--- config.mk ---
export PLATFORM = sky130hd
export DESIGN_NAME = mux_func_gen
export DESIGN_NICKNAME = d
export VERILOG_FILES = /design/src/rtl/fgen_pkg.sv /design/src/rtl/fgen_ctrl.sv /design/src/rtl/fgen_leg.sv /design/src/rtl/fgen_datapath.sv /design/src/rtl/mux_func_gen.sv
export SDC_FILE = /design/constraint.sdc
export NUM_CORES = 1
export LEC_CHECK = 0
export CORE_UTILIZATION = 50
export DETAILED_ROUTE_END_ITERATION = 16
export DONT_BUFFER_PORTS = 1
export GPL_ROUTABILITY_DRIVEN = 1
export GPL_TIMING_DRIVEN = 0
export SLEW_MARGIN = 10
export SYNTH_ARGS = -nofsm -noshare
export SYNTH_HDL_FRONTEND = slang
export SYNTH_SLANG_ARGS = --single-unit
--- constraint.sdc ---
create_clock -name clk -period 3.69 [get_ports clk]
set_input_delay 0.369 -clock clk [delete_from_list [all_inputs] [get_ports clk]]
set_output_delay 0.369 -clock clk [all_outputs]
set_load 0.005 [all_outputs]
--- src/rtl/fgen_pkg.sv ---
`timescale 1ns/1ps
package fgen_pkg;

  // Residue choice per selector leg
  typedef enum logic [1:0] {
    LEG_ZERO = 2'b00,
    LEG_ONE  = 2'b01,
    LEG_PASS = 2'b10,
    LEG_INV  = 2'b11
  } legSel_e;

  // Strobes from control to datapath
  typedef struct packed {
    logic clearCfg;
    logic loadCfg;
  } cfgStrobe_t;

endpackage

--- src/rtl/fgen_ctrl.sv ---
`timescale 1ns/1ps
module fgen_ctrl
  import fgen_pkg::*;
(
  input  logic       rst,
  input  logic       cfgWrEn,
  output cfgStrobe_t strobe
);

  // Reset wins over a write in the same cycle
  always_comb begin
    strobe.clearCfg = rst;
    strobe.loadCfg  = cfgWrEn & ~rst;
  end

endmodule

--- src/rtl/fgen_leg.sv ---
`timescale 1ns/1ps
module fgen_leg
  import fgen_pkg::*;
(
  input  logic [1:0] code,
  input  logic       residual,
  output logic       legVal
);

  always_comb begin
    case (legSel_e'(code))
      LEG_ZERO: legVal = 1'b0;
      LEG_ONE:  legVal = 1'b1;
      LEG_PASS: legVal = residual;
      LEG_INV:  legVal = ~residual;
      default:  legVal = 1'b0;
    endcase
  end

endmodule

--- src/rtl/fgen_datapath.sv ---
`timescale 1ns/1ps
module fgen_datapath
  import fgen_pkg::*;
#(
  parameter int NumIn = 4
) (
  input  logic                           clk,
  input  cfgStrobe_t                     strobe,
  input  logic [2*(2**(NumIn-1))-1:0]    cfgWrData,
  input  logic [NumIn-1:0]               varIn,
  output logic [2*(2**(NumIn-1))-1:0]    cfgQ,
  output logic                           funcOut
);

  localparam int SelW    = NumIn - 1;
  localparam int NumLegs = 2 ** SelW;

  logic [NumLegs-1:0] legVals;
  logic [SelW-1:0]    selIdx;

  // Configuration storage
  always_ff @(posedge clk) begin
    if (strobe.clearCfg) begin
      cfgQ <= '0;
    end else if (strobe.loadCfg) begin
      cfgQ <= cfgWrData;
    end
  end

  // One residue generator per leg
  for (genvar g = 0; g < NumLegs; g++) begin : g_leg
    fgen_leg u_leg (
      .code     (cfgQ[2*g +: 2]),
      .residual (varIn[0]),
      .legVal   (legVals[g])
    );
  end

  // Selection by the upper variables
  assign selIdx  = varIn[NumIn-1:1];
  assign funcOut = legVals[selIdx];

endmodule

--- src/rtl/mux_func_gen.sv ---
`timescale 1ns/1ps
module mux_func_gen
  import fgen_pkg::*;
#(
  parameter int NumIn = 4
) (
  input  logic                           clk,
  input  logic                           rst,
  input  logic                           cfgWrEn,
  input  logic [2*(2**(NumIn-1))-1:0]    cfgWrData,
  input  logic [NumIn-1:0]               varIn,
  output logic                           funcOut
);

  localparam int CfgW = 2 * (2 ** (NumIn - 1));

  cfgStrobe_t      strobe;
  logic [CfgW-1:0] cfgQ;

  fgen_ctrl u_ctrl (
    .rst     (rst),
    .cfgWrEn (cfgWrEn),
    .strobe  (strobe)
  );

  fgen_datapath #(.NumIn(NumIn)) u_dp (
    .clk       (clk),
    .strobe    (strobe),
    .cfgWrData (cfgWrData),
    .varIn     (varIn),
    .cfgQ      (cfgQ),
    .funcOut   (funcOut)
  );

endmodule

==> reports/metrics.csv, run 1 <==
metric;value;unit
grt.total_usage;17.14;%
grt_busiest_layer;met2;
nets;111;
synthFlopType;dfxtp_1;
skew;0;ns
ctsRootBufferMaster;clkbuf_4;
end_kind;output pin;
drc;0;
cts_tree;done;
slowest_stage;a2111oi_1;
p_sw;0.00007639;W
slew_headroom;70.24;%
placed_area;809.5;sq um
maxCapViolCount;0;
syn_nets;106;
wl_per_cell;13.61;um
clock_sinks;16;
p_comb_share;13.2;%
synth.avg_cell_area;9.527;sq um
period_minus_slack;1.867;ns
grt_first_pass_wirelength;2311;um
drtIter0Drc;8;
path_delay_family;compound AO/OA/AOI/OAI gates;
port_buffers;0;
grt_max_degree;11;
die_h;41.77;um
grt_pass1_vias;573;
use_met3;4.783;%
worstPathArrival;1.50;ns
period_share;50.61;%
numCtsBuffers;3;
design_area;832.0;sq um
max_stage_delay;0.40;ns
peakVddDrop;267.8;uV
syn_inst;83;
htreeDepth;1;
io_pins;24;
synth_edf_count;0;
top_regs;u_dp.cfgQ (16);
p_sw_share;23.91;%
p_int;0.0002431;W
antenna_found_initial;0;
pwr-share-clk;27.6;%
grt_setup_unrepaired;false;
n_antenna_cell;0;
crit_required;3.32;ns
die_w;41.77;um
crit_type;reg -> out;
whs;0.2320;ns
viasPerCell;5.554;
min_path_type;in -> reg;
overflow;0;
clock_path_buffers;2;
use_met2;29.38;%
die_area;1745;sq um
post_cts_resized;0;
max_slew.worst_pin.slew;0.4463;ns
dp_hpwl;1032;um
routed_wl;1375;um
gp_congestion;0.7179;
ctsHoldBuffers;0;
critPathLaunch;u_dp.cfgQ[8]$_SDFFE_PP0P_;
path_cells;and4b_1, a2111oi_1, a22o_1, a311oi_1;
power.density;384.0;nW/um^2
path_clk_slew;0.09;ns
largest_register_ff_count;16;
ys_warn_count;0;
drtAntennaViolNets;0;
syn-cell-area;790.8;sq um
drive_gt1_share;11.63;%
ys_ff_latch;16;
start_util;57.19;%
ys_seq_area_share;40.51;%
leakage;0.3814;nW
min_from;cfgWrData[9];
fin_tns_setup;0;ns
path_buf_inv;0;
num_rows;13;
cp-start-kind;flip-flop;
finalSetupViolCount;0;
async_reset_ff_share;0;%
path_max_fanout;3;
hold_viol_final;0;
clk_latency;0.28;ns
coreArea;1383;sq um
cts_setup_buffers;0;
status;finished, final reports clean;
vias;561;
syn_to_final_growth;5.222;%
synthDistinctLibCells;24;
largest-register;u_dp.cfgQ;
max_freq;0.5355;GHz
first_pass_iters;4;
drv_slew;0;
met1_usage;19.57;%
pwr-share-seq;59.2;%
total_power;0.0003195;W
r2r-start;u_dp.cfgQ[6]$_SDFFE_PP0P_;
## path summary, 6_finish.rpt
check	slack (ns)	depth (start not counted)	to
max	1.82	4	funcOut
min	0.23	2	u_dp.cfgQ[9]$_SDFFE_PP0P_
min reg2reg	0.50	2	u_dp.cfgQ[3]$_SDFFE_PP0P_
max reg2reg	3.04	2	u_dp.cfgQ[6]$_SDFFE_PP0P_
## per-layer routing
layer,vias up,part of all wire (%)
met3,4,6.7
met4,0,1.4
met1,246,48
met2,16,44
li1,295,-
met5,-,0
## Yosys cell counts (2+ instances only)
| master | number | share of area [%] |
|---|---|---|
| nor2_1 | 18 | 8.5 |
| buf_2 | 2 | 1.3 |
| mux2i_1 | 19 | 24 |
| dfxtp_1 | 16 | 41 |
| xnor2_1 | 2 | 2.2 |
| and4b_1 | 2 | 2.5 |
| nand2_1 | 7 | 3.3 |
## cell families (layout without fill, tap and decap cells)
kind of cell           count (synthesis)  in the layout  share of synthesized area, %
buffers and inverters                  6              9                         4.113
AO/OA/AOI/OAI                          7              7                         8.386
multiplexers                          19             19                         24.05
XOR/XNOR                               3              3                         3.323
AND/OR/NAND/NOR                       32             32                         19.62
flip-flops                            16             16                         40.51
## power by group through the flow
stage                     clock [W]  sequential, W  combinational, W
after floorplan                   0       0.000192         0.0000371
after global placement            0       0.000193         0.0000424
after detailed placement          0       0.000193         0.0000430
after CTS                 0.0000930       0.000189         0.0000432
after global routing      0.0000955       0.000190         0.0000490
final                     0.0000881       0.000189         0.0000423
## layout by cell type (no fill, tap or decap), types with 2 or more instances in the layout
| master | count |
|---|---|
| mux2i_1 | 19 |
| nor2_1 | 18 |
| dfxtp_1 | 16 |
| nand2_1 | 7 |
| clkbuf_4 | 3 |
| xnor2_1 | 2 |
| and4b_1 | 2 |
| buf_2 | 2 |
## through the flow
stage	std cells	utilization (%)	worst slack [ns]
after floorplan	83	-	2.141
after CTS	101	60.18	1.796
after detailed placement	98	58.55	2.049
final	101	60.18	1.823
after global placement	98	58.55	2.043
after global routing	101	60.18	1.723
## layout make-up
cell class	count	area (sq um)
clock buffer	3	22.52
tap	15	18.77
buffer	5	28.78
inverter	1	3.754
multi-input combinational	61	437.9
sequential	16	320.3
fill	144	550.5
No activity file was read; power rests on OpenSTA's default activity.
==> inputs of run 2 (changes only) <==
- ABC_AREA: default -> 1
- clock period: 3.69 -> 1.9 ns (I/O delays scaled with it)
==> reports/metrics.csv, run 2 <==
metric;value;unit;change
grt_setup_unrepaired;false;;
cts_setup_buffers;0;;unchanged
largest_register_ff_count;16;;unchanged
status;finished, final reports clean;;
cts_tree;done;;
io_pins;24;;unchanged
first_pass_iters;4;;unchanged
syn_nets;143;;+35%
top_regs;u_dp.cfgQ (16);;
yosys.area_share.xor_xnor;0;%;-3.3 points
yosys-top-cells-area;dfxtp_1 40%, nand3_1 12%, a21oi_1 9.9%;;
antenna_found_initial;0;;unchanged
ys_seq_area_share;39.69;%;-0.82 points
synthDominantCellAreaShare;39.69;%;-0.82 points
syn-cell-area;807.0;sq um;+2.1%
final_cell_mix;20 x nand3_1, 17 x inv_1;;
synth_edf_count;0;;unchanged
drive_gt1_share;11.29;%;-0.34 points
cp-start-kind;flip-flop;;
viasPerCell;5.314;;-4.3%
synth.avg_cell_area;6.725;sq um;-29%
synth_compound_area_share;14.88;%;+6.5 points
synth-simple-area-share;30.23;%;+11 points
wl_per_cell;12.49;um;-8.2%
fin_tns_setup;0;ns;unchanged
path_buf_inv;0;;unchanged
synthDistinctLibCells;14;;-42%
nets;148;;+33%
ctsRootBufferMaster;clkbuf_4;;
largest-register;u_dp.cfgQ;;
drtIter0Drc;12;;+4
worstPathArrival;1.12;ns;-0.38 ns
grt_max_degree;11;;unchanged
max_freq;0.7607;GHz;
slowest_stage;dfxtp_1;;
start_util;53.57;%;-3.6 points
fillers;158;;+9.7%
grt_first_pass_wirelength;2932;um;+27%
skew;0;ns;unchanged
max_slew.worst_pin.slew;0.2070;ns;-0.2393 ns
path_delay_family;simple AND/OR/NAND/NOR gates;;
period_minus_slack;1.315;ns;
min_path_type;in -> reg;;
yosysTopAreaCell;dfxtp_1;;
post_cts_resized;0;;unchanged
drtAntennaViolNets;0;;unchanged
crit_required;1.71;ns;-1.61 ns
leakage;0.4093;nW;+7.3%
synthAdderAreaFrac;0;%;unchanged
die_h;42.18;um;+0.97%
peakVddDrop;408.4;uV;+52%
path_max_fanout;3;;unchanged
grt_pass1_vias;706;;+23%
ys_warn_count;0;;unchanged
syn_inst;120;;+45%
port_buffers;0;;unchanged
n_antenna_cell;0;;unchanged
drv_slew;0;;unchanged
slew_headroom;86.20;%;+16 points
async_reset_ff_share;0;%;unchanged
die_w;42.18;um;+0.97%
synthFlopType;dfxtp_1;;
num_rows;14;;+1
ys_ff_latch;16;;unchanged
maxCapViolCount;0;;unchanged
clk_latency;0.29;ns;about the same
synth_most_common_cell;nand3_1;;
grt.total_usage;21.88;%;+4.7 points
layout_commonest_cell;nand3_1;;
syn_to_final_growth;6.977;%;
synth_mux_area_share;0;%;-24 points
power.density;804.6;nW/um^2;+110%
placed_area;827.0;sq um;+2.2%
overflow;0;;unchanged
numCtsBuffers;3;;unchanged
synth_top_family_by_area;simple AND/OR/NAND/NOR gates;;
htreeDepth;1;;unchanged
end_kind;output pin;;
crit_type;reg -> out;;
die_area;1779;sq um;+1.9%
path_cells;nand2_1, nand2_1, nand3_1, nand3_1, nand3_1, nand2_1;;
gp_congestion;0.8074;;+12%
clock_path_buffers;2;;unchanged
max_stage_delay;0.38;ns;-0.02 ns
hold_viol_final;0;;unchanged
design_area;863.3;sq um;+3.8%
period_share;69.19;%;
drc;0;;unchanged
netlist_top_cells_count;20 x nand3_1, 17 x inv_1;;
dp_hpwl;1224;um;+19%
finalSetupViolCount;0;;unchanged
ctsHoldBuffers;0;;unchanged
coreArea;1506;sq um;+9.0%
vias;744;;+33%
path_clk_slew;0.10;ns;about the same
routed_wl;1749;um;+27%
clock_sinks;16;;unchanged
[run 2: cell count changes after synthesis, sizes merged, moves of 7 or more]
cell / delta
nand3: +21
mux2i: -19
inv: +18
a21oi: +16
nand2: +10
o21ai: +7
[run 2: layout make-up]
cell class                      instances  area [sq um]  share of cell area (%)
Multi-Input combinational cell         79         364.1                   42.17
Sequential cell                        16         320.3                   37.10
Inverter                               19         71.32                   8.261
Buffer                                  6         51.30                   5.942
Clock buffer                            4         36.28                   4.203
Tap cell                               16         20.02                   2.319
[run 2: through the flow]
step	utilization, %	setup WS [ns]	instances	total power [W]	hold slack (ns)
CTS	57.31	0.5865	140	0.0007000	0.006732
global placement	54.90	0.8701	136	0.0004684	0.3201
detailed placement	54.90	0.8551	136	0.0004708	0.3254
floorplan	-	0.9371	120	0.0004510	0.3177
global route	57.31	0.5169	140	0.0007237	0.006697
finish	57.31	0.5855	140	0.0006947	0.004773
[run 2: final timing paths]
kind,startpoint,endpoint,slack (ns),cells past startpoint
max,u_dp.cfgQ[15]$_SDFFE_PP0P_,funcOut,0.59,6
min,cfgWrData[15],u_dp.cfgQ[15]$_SDFFE_PP0P_,0.005,2
max reg2reg,u_dp.cfgQ[6]$_SDFFE_PP0P_,u_dp.cfgQ[6]$_SDFFE_PP0P_,1.19,4
min reg2reg,u_dp.cfgQ[9]$_SDFFE_PP0P_,u_dp.cfgQ[9]$_SDFFE_PP0P_,0.54,2
[run 2: logic make-up after synthesis]
kind of cell | Yosys count
AND/OR/NAND/NOR | 55
buffers and inverters | 25
AO/OA/AOI/OAI | 24
flip-flops | 16
[run 2: layer usage]
| layer | GRT usage (%) | vias up | part of all wire [%] |
|---|---|---|---|
| met3 | 3.448 | 5 | 6.2 |
| li1 | - | 390 | - |
| met2 | 38.77 | 26 | 48 |
| met4 | 10.00 | 0 | 1.8 |
| met1 | 25.54 | 323 | 44 |
| met5 | 0 | - | 0 |
[run 2: power by group]
part | internal (W) | leakage (nW) | total (W) | switching, W
combinational | 0.0000379 | 0.256 | 0.0000926 | 0.0000547
clock | 0.000117 | 0.0210 | 0.000232 | 0.000115
sequential | 0.000356 | 0.133 | 0.000370 | 0.0000133
total | 0.000511 | 0.409 | 0.000695 | 0.000183
==> inputs of run 3 (changes only) <==
- ABC_AREA: 1 -> 0
- clock period: 1.9 -> 1.4 ns (I/O delays scaled with it)
==> reports/metrics.csv, run 3 (synthesized netlist as in run 1, its figures left out) <==
metric;value;unit;change
finalSetupViolCount;1;;+1
timing.final.ws_setup;-0.1135;ns;-0.6989 ns
design_area;869.6;sq um;+0.72%
skew;0;ns;unchanged
cts_tree;done;;
gp_congestion;0.7179;;-11%
final_cell_mix;19 x mux2i_1, 18 x nor2_1, 13 x dfxtp_1, 7 x nand2_1;;
wl_per_cell;14.01;um;+12%
die_h;41.77;um;-0.96%
grt_setup_unrepaired;true;;
antenna_found_initial;0;;unchanged
grt_pass1_vias;609;;-14%
crit_required;1.26;ns;-0.45 ns
clock_sinks;16;;unchanged
drive_gt1_share;18.18;%;+6.9 points
drc;0;;unchanged
use_met3;5.217;%;+1.8 points
worstPathArrival;1.37;ns;+0.25 ns
path_clk_slew;0.09;ns;about the same
nets;113;;-24%
grt_busiest_layer;met2;;
status;finished with violations;;
layout_commonest_cell;mux2i_1;;
coreArea;1383;sq um;-8.2%
drtIter0Drc;12;;unchanged
path_max_fanout;3;;unchanged
htreeDepth;1;;unchanged
crit_type;reg -> out;;
drtAntennaViolNets;0;;unchanged
vias;586;;-21%
min_path_type;in -> reg;;
max_slew.worst_pin.slew;0.4366;ns;+0.2296 ns
slowest_stage;dfxtp_2;;
cts_setup_buffers;0;;unchanged
routed_wl;1443;um;-17%
clk_latency;0.28;ns;about the same
numCtsBuffers;3;;unchanged
cp-start-kind;flip-flop;;
drv_slew;0;;unchanged
use_met2;33.44;%;-5.3 points
port_buffers;0;;unchanged
io_pins;24;;unchanged
max_stage_delay;0.33;ns;-0.05 ns
dp_cells;98;;-28%
die_area;1745;sq um;-1.9%
whs;0.002745;ns;-0.002028 ns
largest-register;u_dp.cfgQ;;
power.density;983.4;nW/um^2;+22%
dp_hpwl;1032;um;-16%
grt.total_usage;18.40;%;-3.5 points
first_pass_iters;4;;unchanged
clock_path_buffers;2;;unchanged
grt_first_pass_wirelength;2463;um;-16%
slew_headroom;70.89;%;-15 points
peakVddDrop;704.1;uV;+72%
period_minus_slack;1.513;ns;
overflow;0;;unchanged
die_w;41.77;um;-0.96%
start_util;57.19;%;+3.6 points
fin_tns_setup;-0.1135;ns;-0.1135 ns
stdcell_count;103;;-26%
placed_area;809.5;sq um;-2.1%
grt_max_degree;11;;unchanged
period_share;108.1;%;
hold_viol_final;0;;unchanged
end_kind;output pin;;
largest_register_ff_count;16;;unchanged
syn_to_final_growth;9.968;%;
viasPerCell;5.689;;+7.1%
met1_usage;19.57;%;-6.0 points
violations;setup timing;;
place_ws;0.05426;ns;-0.8008 ns
max_freq;0.6607;GHz;
top_regs;u_dp.cfgQ (16);;
n_antenna_cell;0;;unchanged
fillers;140;;-11%
maxCapViolCount;0;;unchanged
num_rows;13;;-1
leakage;0.3956;nW;-3.3%
path_cells;and4b_1, a2111oi_2, a22o_1, a311oi_2;;
ctsRootBufferMaster;clkbuf_4;;
[run 3: changes by cell type in the layout (fill, tap and decap cells not counted), moves of 3 or more]
| cell | delta |
|---|---|
| nand3_1 | -20 |
| mux2i_1 | +19 |
| a21oi_1 | -16 |
| inv_1 | -16 |
| nand2_1 | -9 |
| o21ai_1 | -8 |
| dfxtp_1 | -3 |
| dfxtp_2 | +3 |
[run 3: where the power goes]
| group | switching (W) | internal (W) | total [W] |
|---|---|---|---|
| Clock | 0.000133 | 0.0000999 | 0.000233 |
| Combinational | 0.0000563 | 0.0000662 | 0.000123 |
| Sequential | 0.0000165 | 0.000483 | 0.000500 |
[run 3: final timing paths]
path / cells past startpoint / slack (ns) / to / from
setup / recovery: 4 / -0.11 / funcOut / u_dp.cfgQ[8]$_SDFFE_PP0P_
hold / removal: 2 / 0.003 / u_dp.cfgQ[14]$_SDFFE_PP0P_ / cfgWrData[14]
setup reg to reg: 2 / 0.76 / u_dp.cfgQ[6]$_SDFFE_PP0P_ / u_dp.cfgQ[6]$_SDFFE_PP0P_
hold reg to reg: 2 / 0.50 / u_dp.cfgQ[3]$_SDFFE_PP0P_ / u_dp.cfgQ[3]$_SDFFE_PP0P_
[run 3: final cells by class]
type / instances / area, sq um / area share, %
repair buffers: 2 / 20.02 / 2.302
clock buffers: 3 / 22.52 / 2.590
well taps: 15 / 18.77 / 2.158
flip-flops and latches: 16 / 324.1 / 37.27
plain buffers: 5 / 28.78 / 3.309
multi-input cells: 61 / 451.7 / 51.94
inverters: 1 / 3.754 / 0.4317
[run 3: repair_timing]
item,CTS,global route
endpoints found under the hold margin,2,0
endpoints found under the setup margin,1,1
resized for setup,6,1
pin swaps,3,0
hold buffers,2,0
[run 3: per-layer routing]
metal,wire length (um),vias to the layer above
met1,642,263
li1,-,302
met4,19,0
met3,106,4
met5,0,-
met2,674,17
[run 3: through the flow]
step / total power, W / util [%]
after floorplan: 0.0006025 / -
after global placement: 0.0006195 / 58.55
after detailed placement: 0.0006229 / 58.55
after CTS: 0.0008693 / 62.90
after global routing: 0.0008960 / 62.90
final: 0.0008552 / 62.90
[run 3: worst max-delay path: cells and delay by family (launching register included)]
| family | cells | cell delay (ns) |
|---|---|---|
| and+or+nand+nor | 1 | 0.26 |
| DFF | 1 | 0.33 |
| AOI/OAI and AO/OA | 3 | 0.51 |
